### src/rtl/irq_level_ctrl.sv
module irq_level_ctrl #(
  parameter int NCPU = 2,
  localparam int AW = $clog2(4 + 2 * NCPU),
  localparam int TW = (NCPU > 1) ? $clog2(NCPU) : 1
) (
  input  logic              clk,
  input  logic              rst_n,
  input  logic [30:0]       hw_src,
  input  logic [NCPU-1:0]   cpu_tick,
  input  logic [AW-1:0]     addr,
  input  logic              wr_en,
  input  logic [31:0]       wdata,
  input  logic              rd_en,
  output logic [31:0]       rdata,
  output logic [4*NCPU-1:0] irl
);

  localparam logic [AW-1:0] A_PEND = AW'(0);
  localparam logic [AW-1:0] A_MSET = AW'(1);
  localparam logic [AW-1:0] A_MCLR = AW'(2);
  localparam logic [AW-1:0] A_TGT  = AW'(3);

  logic [31:0]            mask_q;
  logic [TW-1:0]          target_q;
  logic [NCPU-1:0][15:0]  soft_q;
  logic [30:0]            live;

  function automatic logic [3:0] bus_lvl(input int n);
    return (n == 1) ? 4'd2 : 4'(2 * n - 1);
  endfunction

  function automatic logic [3:0] src_lvl(input int i);
    case (i)
      30, 29, 28, 27: return 4'd15;
      22:             return 4'd11;
      21:             return 4'd9;
      20:             return 4'd8;
      19:             return 4'd10;
      18:             return 4'd4;
      17:             return 4'd13;
      16:             return 4'd6;
      15, 14:         return 4'd12;
      default: begin
        if (i <= 6)       return bus_lvl(i + 1);
        else if (i <= 13) return bus_lvl(i - 6);
        else              return 4'd0;
      end
    endcase
  endfunction

  assign live = mask_q[31] ? 31'd0 : (hw_src & ~mask_q[30:0]);

  always_ff @(posedge clk) begin
    if (!rst_n) begin
      mask_q   <= '1;
      target_q <= '0;
      soft_q   <= '0;
    end else if (wr_en) begin
      if (addr == A_MSET) mask_q <= mask_q | wdata;
      if (addr == A_MCLR) mask_q <= mask_q & ~wdata;
      if (addr == A_TGT && wdata < 32'(NCPU)) target_q <= TW'(wdata);
      for (int c = 0; c < NCPU; c++) begin
        if (addr == AW'(4 + 2 * c)) soft_q[c] <= soft_q[c] | {wdata[15:1], 1'b0};
        if (addr == AW'(5 + 2 * c)) soft_q[c] <= soft_q[c] & ~{wdata[15:1], 1'b0};
      end
    end
  end

  always_comb begin
    rdata = '0;
    if (rd_en) begin
      if (addr == A_PEND) rdata = {1'b0, hw_src};
      if (addr == A_MSET || addr == A_MCLR) rdata = mask_q;
      if (addr == A_TGT) rdata = 32'(target_q);
      for (int c = 0; c < NCPU; c++)
        if (addr == AW'(4 + 2 * c) || addr == AW'(5 + 2 * c)) rdata = {16'd0, soft_q[c]};
    end
  end

  for (genvar c = 0; c < NCPU; c++) begin : g_cpu
    logic [15:0] req;
    logic [3:0]  top;

    always_comb begin
      req = '0;
      if (!mask_q[31]) begin
        req = soft_q[c];
        if (cpu_tick[c]) req[14] = 1'b1;
        for (int i = 0; i < 31; i++)
          if (live[i] && (src_lvl(i) == 4'd15 || 32'(target_q) == c))
            req[src_lvl(i)] = 1'b1;
      end
      req[0] = 1'b0;
    end

    always_comb begin
      top = 4'd0;
      for (int k = 1; k < 16; k++)
        if (req[k]) top = 4'(k);
    end

    always_ff @(posedge clk) begin
      if (!rst_n) irl[4*c+:4] <= 4'd0;
      else        irl[4*c+:4] <= top;
    end

    AST_MASTER_QUIET: assert property (@(posedge clk) disable iff (!rst_n)
      mask_q[31] |=> irl[4*c+:4] == 4'd0);
    AST_SOFT_TOP: assert property (@(posedge clk) disable iff (!rst_n)
      (!mask_q[31] && soft_q[c][15]) |=> irl[4*c+:4] == 4'd15);
    AST_TICK_FLOOR: assert property (@(posedge clk) disable iff (!rst_n)
      (!mask_q[31] && cpu_tick[c]) |=> irl[4*c+:4] >= 4'd14);
    AST_ERR_BCAST: assert property (@(posedge clk) disable iff (!rst_n)
      (!mask_q[31] && |(hw_src[30:27] & ~mask_q[30:27])) |=> irl[4*c+:4] == 4'd15);
  end

  AST_MASK_SET: assert property (@(posedge clk) disable iff (!rst_n)
    (wr_en && addr == A_MSET) |=> (mask_q & $past(wdata)) == $past(wdata));
  AST_MASK_CLR: assert property (@(posedge clk) disable iff (!rst_n)
    (wr_en && addr == A_MCLR) |=> (mask_q & $past(wdata)) == 32'd0);
  AST_TGT_RANGE: assert property (@(posedge clk) disable iff (!rst_n)
    32'(target_q) < 32'(NCPU));
  AST_SOFT_BIT0: assert property (@(posedge clk) disable iff (!rst_n)
    soft_q[0][0] == 1'b0);

endmodule

### config.mk
export PLATFORM = sky130hd
export DESIGN_NAME = irq_level_ctrl
export DESIGN_NICKNAME = d
export VERILOG_FILES = /design/src/rtl/irq_level_ctrl.sv
export SDC_FILE = /design/constraint.sdc
export NUM_CORES = 1
export LEC_CHECK = 0
export BUFFER_PORTS_ARGS = -buffer_cell sky130_fd_sc_hd__buf_4
export CAP_MARGIN = 10
export CORE_ASPECT_RATIO = 1.1
export CORE_MARGIN = 2
export CORE_UTILIZATION = 30
export DETAILED_ROUTE_END_ITERATION = 8
export REMOVE_ABC_BUFFERS = 1
export SKIP_LAST_GASP = 1
export SLEW_MARGIN = 15
export SYNTH_ARGS = -nofsm -noshare
export SYNTH_HDL_FRONTEND = slang
export SYNTH_SLANG_ARGS = --single-unit
### constraint.sdc
create_clock -name clk -period 2.2 [get_ports clk]
set_clock_uncertainty 0.05 [all_clocks]
set_input_delay 0.11 -clock clk [delete_from_list [all_inputs] [get_ports clk]]
set_output_delay 0.11 -clock clk [all_outputs]
set_load 0.005 [all_outputs]
==> summary.txt <==
Layout
  • Layout area overhead: 40.2%
  • Final std cells w/o fill: 804
  • Fin nets: 711
  • Inserted Diodes: 0
  • Layout cell share with drive strength beyond 1: 23.2%
  • Final non-filler cell area: 0.00557 sq mm

Floorplanning
  • DIE AREA: 0.0142 sq mm
  • Initial Util: 30.5%
  • DIE WIDTH: 114 microns
  • Core Box Area: 0.0130 sq mm
  • Row count: 44
  • DIE HEIGHT: 125 microns
  • IO Count: 112

Power
  • Power Total: 0.00354 W
  • Int Pwr: 0.00259 W
  • Sequential Power Share: 39.0%
  • Combinational power share: 19.1%
  • Part of the power in the clock network: 41.9%
  • Leakage power: 2.22 nW
  • Net Sw Frac: 26.9%
  • Power per Cell Area: 635 mW/mm^2
  • VDD IR-drop max: 0.000272 V
  • Switching Power: 0.000952 W

Timing
  • Final Hold Viols: 0
  • Rel. slew slack: 44.9%
  • Final setup violation count: 0
  • Fin crit share: 91.2%
  • RSZ-0062 raised after global routing: false
  • Slew @ Worst Pin: 0.826 ns
  • Final Critical Period: 2.01 ns
  • Final-report max-slew violation count: 0
  • WHS: 0.0110 ns
  • Fmax: 0.498 GHz

Routing
  • TritonRoute pass-1 iters: 6
  • Starting DRC count in detailed routing: 524
  • DR vias: 4721
  • DR WL/cell: 19.9 microns
  • Drt drc: 0
  • Routed wire length: 16000 microns
  • Remaining antenna violation count: 0
  • Drt via density: 5.87

Critical path
  • CP Class: reg2reg
  • Required @ worst endpoint: 2.38 ns
  • CP endpoint kind: register
  • CP arrival: 2.19 ns
  • Startpoint types: register
  • CP Max Fanout: 4

Clock network
  • CTS tree: yes
  • CTS root buf: clkbuf_16
  • Post-CTS setup buffers: 0
  • Clock buffer depth: 2
  • CTS sink count: 71
  • Clock transition at path regs: 0.06 ns
  • Worst-skew pair later-pin latency: 0.34 ns
  • Htree depth: 3
  • CTS Buf Count: 9

Global route
  • All-Layer GR Usage: 22.1%
  • Initial antenna violation count: 0
  • First-pass GRT wire length: 24600 microns
  • GRT overflow: 0
  • Largest net degree at the start of global routing: 43
  • Number of global-route vias before repair: 4384

Placement
  • RePlAce Congestion: 0.913
  • DP Cell Count: 759
  • IO Port Bufs: 111
  • Placed Area: 0.00498 sq mm
  • HPWL Detailed: 11300 microns

Logic synthesis
  • Post-synth design cell area: 0.00398 sq mm
  • Synth Instances: 513
  • Largest family of logic cells by synthesized area: compound AO/OA/AOI/OAI gates
  • Synth Warn #: 0
  • Multiplexer share of the synthesized area: 0.535%
  • Ys flop type: dfxtp_1
  • Synth Register Bits: 71
  • Async SR Flop Fraction: 0%
  • Compound-Gate Fraction of Synth Area: 39.6%
  • Synth cell types: 52
  • Part of the Yosys area used for sequential elements: 35.8%
  • EDFF count, synth: 0
  • XOR/XNOR Fraction of Synth Area: 0.409%
  • Mean area per synthesized cell: 7.75 sq um
  • Post-Synth Adder-Cell Area: 0%
  • Synth Area in Simple Gates: 17.1%

Min path
  • Hold Crit Class: in2reg

Run status
  • Status: finished, final reports clean

Flow run
  • Max capacitance violation total: 0
## worst paths after layout
path	to	depth (start not counted)	start	slack, ns
min	register	2	wdata[22]	0.01
min reg2reg	register	1	register	0.44
max reg2reg	irl[3]$_SDFF_PN0_	5	register	0.19
max	irl[3]$_SDFF_PN0_	5	register	0.19
## repair_timing
action                                 4_1_cts  5_1_grt
hold buffers                                30        0
endpoints found under the hold margin       42        0
resized for setup                            0        0
## critical path, stage by stage (launching register included)
cell      delay (ns)
dfxtp_1         0.35
nand2b_1        0.19
o221ai_1        0.24
o41ai_1         0.61
nand2b_1        0.15
o31a_1          0.31
## metrics by stage
| step | util, % | setup TNS [ns] | setup WS [ns] |
|---|---|---|---|
| 2_1_floorplan | - | -25.44 | -0.795 |
| 3_3_place_gp | 38.1 | 0 | 0.341 |
| 3_5_place_dp | 38.1 | 0 | 0.255 |
| 4_1_cts | 42.7 | 0 | 0.227 |
| 5_1_grt | 42.7 | 0 | 0.0683 |
| 6_report | 42.7 | 0 | 0.193 |
## metal layers
metal,vias up,routed length (microns),global-route usage (%)
li1,2197,-,-
met1,2255,6950,30.4
met2,240,7450,35.2
met3,29,1260,3.99
met4,0,326,6.96
met5,-,0,0
## Yosys cell counts (4+ instances only)
| master | count | area share, % |
|---|---|---|
| dfxtp_1 | 71 | 36 |
| o22ai_1 | 7 | 1.1 |
| o21ai_0 | 38 | 4.8 |
| nor2_1 | 33 | 3.1 |
| a221o_1 | 34 | 8.6 |
| nand2b_1 | 11 | 1.7 |
| nand2_1 | 75 | 7.1 |
| a21o_1 | 4 | 0.76 |
| a31oi_1 | 19 | 3.0 |
| clkbuf_1 | 35 | 3.3 |
| a311oi_1 | 17 | 3.7 |
| a22oi_1 | 16 | 3.0 |
| nor4_1 | 7 | 1.1 |
| o21a_1 | 5 | 0.94 |
| a211oi_1 | 18 | 3.4 |
| a21oi_1 | 46 | 5.8 |
| inv_1 | 21 | 2.0 |
| nor2b_1 | 4 | 0.63 |
| nor3_1 | 6 | 0.76 |
## kinds of logic (layout without fill, tap and decap cells)
logic type / count (synthesis) / after routing
AO/OA/AOI/OAI: 225 / 225
AND/OR/NAND/NOR: 151 / 151
flip-flops: 71 / 71
buffers and inverters: 63 / 193
multiplexers: 2 / 2
XOR/XNOR: 1 / 1
## layout make-up
class                           instances  area [sq um]
Tap cell                              161           201
Clock inverter                          4          45.0
Clock buffer                           11           253
Timing Repair Buffer                  157          1270
Multi-Input combinational cell        379          2310
Inverter                               21          78.8
Sequential cell                        71          1420
Fill cell                            1320          7470
## power groups by stage
stage / clock (W) / combinational [W] / sequential, W
floorplan: 0 / 0.000273 / 0.00139
global placement: 0 / 0.000620 / 0.00141
detailed placement: 0 / 0.000626 / 0.00141
CTS: 0.00149 / 0.000672 / 0.00138
global route: 0.00155 / 0.000732 / 0.00139
finish: 0.00148 / 0.000676 / 0.00138
## layout by cell type, fill, tap and decap left out, types with 7 or more instances in the layout
| master | count |
|---|---|
| a211oi_1 | 18 |
| a21oi_1 | 46 |
| a221o_1 | 34 |
| a22oi_1 | 16 |
| a311oi_1 | 17 |
| a31oi_1 | 19 |
| buf_4 | 126 |
| clkbuf_16 | 9 |
| dfxtp_1 | 71 |
| dlygate4sd3_1 | 30 |
| inv_1 | 21 |
| nand2_1 | 75 |
| nand2b_1 | 11 |
| nor2_1 | 33 |
| nor4_1 | 7 |
| o21ai_0 | 38 |
| o22ai_1 | 7 |
No activity file was read; power rests on OpenSTA's default activity.
